[config.mk]
export PLATFORM = sky130hd
export DESIGN_NAME = branch_cond_eval
export DESIGN_NICKNAME = d
export VERILOG_FILES = /design/src/rtl/bce_pkg.sv /design/src/rtl/bce_terms.sv /design/src/rtl/bce_select.sv /design/src/rtl/bce_stage.sv /design/src/rtl/branch_cond_eval.sv
export SDC_FILE = /design/constraint.sdc
export NUM_CORES = 1
export LEC_CHECK = 0
export BUFFER_PORTS_ARGS = -buffer_cell sky130_fd_sc_hd__buf_4
export CORE_AREA = 5 5 42 44
export CTS_CLUSTER_DIAMETER = 120
export CTS_CLUSTER_SIZE = 10
export DETAILED_ROUTE_END_ITERATION = 6
export DIE_AREA = 0 0 47 49
export GPL_TIMING_DRIVEN = 1
export PLACE_DENSITY_LB_ADDON = 0.25
export SLEW_MARGIN = 0
export SYNTH_ARGS = -nofsm -noshare
export SYNTH_HDL_FRONTEND = slang
export SYNTH_SLANG_ARGS = --single-unit
[constraint.sdc]
create_clock -name clk -period 1.38 [get_ports clk]
set_input_delay 0.207 -clock clk [delete_from_list [all_inputs] [get_ports clk]]
set_output_delay 0.207 -clock clk [all_outputs]
set_load 0.01 [all_outputs]
[src/rtl/bce_pkg.sv]
package bce_pkg;

    localparam int CODE_W = 4;
    localparam int SEL_W  = CODE_W - 1;
    localparam int BASE_N = 1 << SEL_W;

    typedef struct packed {
        logic n;
        logic z;
        logic v;
        logic c;
    } bce_flags_t;

    typedef enum logic [SEL_W-1:0] {
        BASE_NEVER = 3'd0,
        BASE_EQ    = 3'd1,
        BASE_SLE   = 3'd2,
        BASE_SLT   = 3'd3,
        BASE_ULE   = 3'd4,
        BASE_ULT   = 3'd5,
        BASE_NEG   = 3'd6,
        BASE_OVF   = 3'd7
    } bce_base_e;

    typedef struct packed {
        logic      invert;
        bce_base_e base;
    } bce_code_t;

    function automatic bce_code_t bce_split(input logic [CODE_W-1:0] raw);
        bce_code_t r;
        r.invert = raw[CODE_W-1];
        r.base   = bce_base_e'(raw[SEL_W-1:0]);
        return r;
    endfunction

endpackage

[src/rtl/bce_terms.sv]
module bce_terms
    import bce_pkg::*;
(
    input  bce_flags_t        flags,
    output logic [BASE_N-1:0] terms
);
    logic signed_lt;

    always_comb begin
        signed_lt = flags.n ^ flags.v;
        terms = '0;
        terms[BASE_NEVER] = 1'b0;
        terms[BASE_EQ]    = flags.z;
        terms[BASE_SLE]   = flags.z | signed_lt;
        terms[BASE_SLT]   = signed_lt;
        terms[BASE_ULE]   = flags.c | flags.z;
        terms[BASE_ULT]   = flags.c;
        terms[BASE_NEG]   = flags.n;
        terms[BASE_OVF]   = flags.v;
    end
endmodule

[src/rtl/bce_select.sv]
module bce_select
    import bce_pkg::*;
(
    input  bce_code_t         code,
    input  logic [BASE_N-1:0] terms,
    output logic              decision
);
    logic [BASE_N-1:0] hit;

    for (genvar g = 0; g < BASE_N; g++) begin : g_pick
        assign hit[g] = (code.base == bce_base_e'(g)) & terms[g];
    end

    assign decision = (|hit) ^ code.invert;
endmodule

[src/rtl/bce_stage.sv]
module bce_stage (
    input  logic clk,
    input  logic rst,
    input  logic in_valid,
    input  logic in_taken,
    output logic out_valid,
    output logic out_taken
);
    always_ff @(posedge clk) begin
        if (rst) begin
            out_valid <= 1'b0;
            out_taken <= 1'b0;
        end else begin
            out_valid <= in_valid;
            if (in_valid) out_taken <= in_taken;
        end
    end

    assert_reset_R1: assert property (@(posedge clk) rst |=> (!out_valid && !out_taken));
    assert_valid_follows_R9: assert property (@(posedge clk) disable iff (rst)
        in_valid |=> out_valid);
    assert_idle_hold_R10: assert property (@(posedge clk) disable iff (rst)
        !in_valid |=> (!out_valid && $stable(out_taken)));
endmodule

[src/rtl/branch_cond_eval.sv]
module branch_cond_eval
    import bce_pkg::*;
(
    input  logic              clk,
    input  logic              rst,
    input  logic              req_valid,
    input  logic [CODE_W-1:0] req_code,
    input  logic              flag_n,
    input  logic              flag_z,
    input  logic              flag_v,
    input  logic              flag_c,
    output logic              res_valid,
    output logic              res_taken
);
    bce_flags_t        flags;
    bce_code_t         code;
    logic [BASE_N-1:0] terms;
    logic              decision;

    assign flags = '{n: flag_n, z: flag_z, v: flag_v, c: flag_c};
    assign code  = bce_split(req_code);

    bce_terms  u_terms  (.flags(flags), .terms(terms));
    bce_select u_select (.code(code), .terms(terms), .decision(decision));
    bce_stage  u_stage  (.clk(clk), .rst(rst), .in_valid(req_valid), .in_taken(decision),
                         .out_valid(res_valid), .out_taken(res_taken));

    assert_never_R2: assert property (@(posedge clk) disable iff (rst)
        (req_valid && req_code == 4'd0) |=> !res_taken);
    assert_always_R2: assert property (@(posedge clk) disable iff (rst)
        (req_valid && req_code == 4'd8) |=> res_taken);
    assert_equal_R3: assert property (@(posedge clk) disable iff (rst)
        (req_valid && req_code == 4'd1) |=> (res_taken == $past(flag_z)));
    assert_notequal_R3: assert property (@(posedge clk) disable iff (rst)
        (req_valid && req_code == 4'd9) |=> (res_taken != $past(flag_z)));
    assert_carry_R5: assert property (@(posedge clk) disable iff (rst)
        (req_valid && req_code == 4'd5) |=> (res_taken == $past(flag_c)));
    assert_negative_R6: assert property (@(posedge clk) disable iff (rst)
        (req_valid && req_code == 4'd6) |=> (res_taken == $past(flag_n)));
    assert_overflow_R7: assert property (@(posedge clk) disable iff (rst)
        (req_valid && req_code == 4'd15) |=> (res_taken != $past(flag_v)));
endmodule

==> flow_metrics.env <==
export IMPL_first_iter_violations=0
export IMPL_cts_made_buffers=3
export IMPL_fin_cells=52
export IMPL_gp_congestion=0.696
export IMPL_synth_seq_area_share_pct=23.7
export IMPL_cts_sinks=2
export IMPL_dpl_worst_slack_ns=0.141
export IMPL_drcViolationCount=0
export IMPL_finalClockSkew_ns=0
export IMPL_path_buf_inv=1
export IMPL_portBuffers=12
export IMPL_finalCriticalPeriod_ns=1.00
export IMPL_reg2reg_depth=3
export IMPL_nNetsFinal=49
export IMPL_ys_types=15
export IMPL_synth_top_area_share_pct=23.7
export IMPL_cp_top_family="simple AND/OR/NAND/NOR gates"
export IMPL_reg2reg_from="u_stage.out_taken"
export IMPL_dieArea_um2=2300
export IMPL_ir_drop_mv=0.184
export IMPL_initial_core_util_pct=12.1
export IMPL_cts_path_max_buffers=2
export IMPL_max_freq_mhz=999
export IMPL_die_height_um=49
export IMPL_diodes=0
export IMPL_r2r_end="u_stage.out_taken"
export IMPL_hold_start="rst"
export IMPL_drtAntennaViolNets=0
export IMPL_hold_path_class="in2reg"
export IMPL_hold_end="u_stage.out_valid"
export IMPL_worst_pin_slew_ns=0.206
export IMPL_cts_setup_buffers=0
export IMPL_slew_viol_final=0
export IMPL_fin_ws_ns=0.379
export IMPL_netlist_area_um2=169
export IMPL_slowest_stage="or4_1"
export IMPL_p_int_mw=0.196
export IMPL_synth_largest_area_cell="dfxtp_1"
export IMPL_max_slew_margin_pct=86.2
export IMPL_p_sw_mw=0.0543
export IMPL_holdPathStages=2
export IMPL_coreArea_um2=1400
export IMPL_crit_chain="buf_4 > xnor2_1 > a21oi_1 > or4_1 > nand3_1"
export IMPL_p_per_area_nw_per_um2=831
export IMPL_synth_nets=32
export IMPL_critical_path_class="in2reg"
export IMPL_cts_htree_levels=1
export IMPL_num_vias=217
export IMPL_path_clk_slew_ns=0.03
export IMPL_grt_max_degree=6
export IMPL_fill_cells=167
export IMPL_startpoint_type="input pin"
export IMPL_combPwrFrac_pct=24.1
export IMPL_cts_tree="done"
export IMPL_synthArstFlopShare_pct=0
export IMPL_row_count=14
export IMPL_power_leakage_nw=0.130
export IMPL_synth_warnings=0
export IMPL_grt_overflow=0
export IMPL_switching_share_pct=21.7
export IMPL_ys_top_cells_by_area="dfxtp_1 (24%), nand3b_1 (8.9%), nor3b_1 (8.9%), nand2b_1 (7.4%), a21oi_1 (5.9%)"
export IMPL_ff_latch_area_um2=40.0
export IMPL_critPathRequiredTime_ns=1.54
export IMPL_setup_viol=0
export IMPL_reg2reg_slack_ns=0.64
export IMPL_crit_fanout=2
export IMPL_firstDrtPassIters=1
export IMPL_ys_ff_latch=2
export IMPL_avgRoutedWirePerCell_um=8.81
export IMPL_avgSynthCellArea_um2=8.04
export IMPL_cts_repair_resized=0
export IMPL_synth_cells=21
export IMPL_finalInstanceArea_um2=302
export IMPL_clk_latency_ns=0.22
export IMPL_period_share_pct=72.5
export IMPL_pwr_share_seq_pct=25.7
export IMPL_place_area_um2=279
export IMPL_vias_per_cell=4.17
export IMPL_ios=13
export IMPL_run_status="complete, no violations"
export IMPL_die_width_um=47
export IMPL_tns_ns=0
export IMPL_grt_usage_pct=4.99
export IMPL_end_kind="register"
export IMPL_grt_pass1_wl_um=821
export IMPL_place_inst=49
export IMPL_grt_pass1_vias=244
export IMPL_max_stage_delay_ns=0.52
export IMPL_synth_top_flop_cell="dfxtp_1"
export IMPL_drv_cap=0
export IMPL_drive_gt1_share_pct=41.7
export IMPL_p_clk_share_pct=50.2
export IMPL_area_growth_pct=78.5
export IMPL_clockRootBuffer="clkbuf_4"
export IMPL_ctsHoldBuffers=0
export IMPL_finalHoldViolCount=0
export IMPL_rsz0062_at_grt="false"
export IMPL_multi_input_area_um2=129
export IMPL_power_mw=0.251
export IMPL_drt_wl_total_um=458
export IMPL_grt_antenna_before_repair=0
export IMPL_synth_edff_count=0
export IMPL_critPathArrivalTime_ns=1.16
## power groups by stage
stage | registers, mW | clock network (mW) | logic, mW
after floorplan | 0.0673 | 0 | 0.0209
after global placement | 0.0651 | 0 | 0.0621
after detailed placement | 0.0651 | 0 | 0.0614
after CTS | 0.0644 | 0.137 | 0.0617
after global routing | 0.0651 | 0.143 | 0.0673
final | 0.0644 | 0.126 | 0.0603
## flip-flops by register name, indices dropped and copies added, names as in the netlist
register           count
u_stage.out_valid      1
u_stage.out_taken      1
## layout by cell type (no fill, tap or decap), types with 2 or more instances in the layout
| cell type | instances |
|---|---|
| buf_4 | 12 |
| clkbuf_4 | 3 |
| nand2b_1 | 2 |
| a21oi_1 | 2 |
| nand3_1 | 2 |
| nor3b_1 | 2 |
| nand3b_1 | 2 |
| dfxtp_1 | 2 |
## how the worst max path moves through the flow
| stage | endpoint | cells past startpoint | start | slack [ns] |
|---|---|---|---|---|
| finish | u_stage.out_taken | 5 | flag_v | 0.38 |
| global route | u_stage.out_taken | 5 | flag_v | 0.30 |
| CTS | u_stage.out_taken | 5 | flag_v | 0.37 |
| detailed placement | u_stage.out_taken | 5 | flag_v | 0.14 |
| global placement | u_stage.out_taken | 5 | flag_v | 0.14 |
| floorplan | u_stage.out_taken | 4 | flag_v | 0.32 |
## routing by layer
| metal | global-route usage (%) | wire, um | up-vias |
|---|---|---|---|
| met4 | 2.76 | 0 | 0 |
| li1 | - | - | 110 |
| met2 | 6.79 | 156 | 15 |
| met1 | 5.02 | 212 | 92 |
| met3 | 4.43 | 89 | 0 |
| met5 | 0 | 0 | - |
## per-stage QoR
step / hold slack (ns) / utilization, %
after detailed placement: 0.398 / 19.9
final: 0.168 / 21.5
after CTS: 0.157 / 21.5
after global placement: 0.396 / 19.9
after global routing: 0.164 / 21.5
after floorplan: 0.279 / -
## worst reg2reg max path, delay by kind of cell, from the launching register on
kind | cells | cell delay [ns]
flip-flops | 1 | 0.30
AND/OR/NAND/NOR | 2 | 0.21
AO/OA/AOI/OAI | 1 | 0.11
## cell type report
| cell class | instances | share of cell area [%] |
|---|---|---|
| Sequential cell | 2 | 13.3 |
| Clock buffer | 3 | 7.47 |
| Multi-Input combinational cell | 19 | 42.7 |
| Timing Repair Buffer | 12 | 29.9 |
| Tap cell | 16 | 6.64 |
## kinds of logic (layout without fill, tap and decap cells)
| family | after synthesis | in the layout | share of synthesized area (%) |
|---|---|---|---|
| flip-flops | 2 | 2 | 23.7 |
| AO/OA/AOI/OAI | 5 | 5 | 16.3 |
| AND/OR/NAND/NOR | 12 | 12 | 48.9 |
| buffers and inverters | 0 | 15 | 0 |
| XOR/XNOR | 1 | 1 | 5.19 |
| multiplexers | 1 | 1 | 5.93 |
Note: power is estimated with default switching activity, not from simulation.
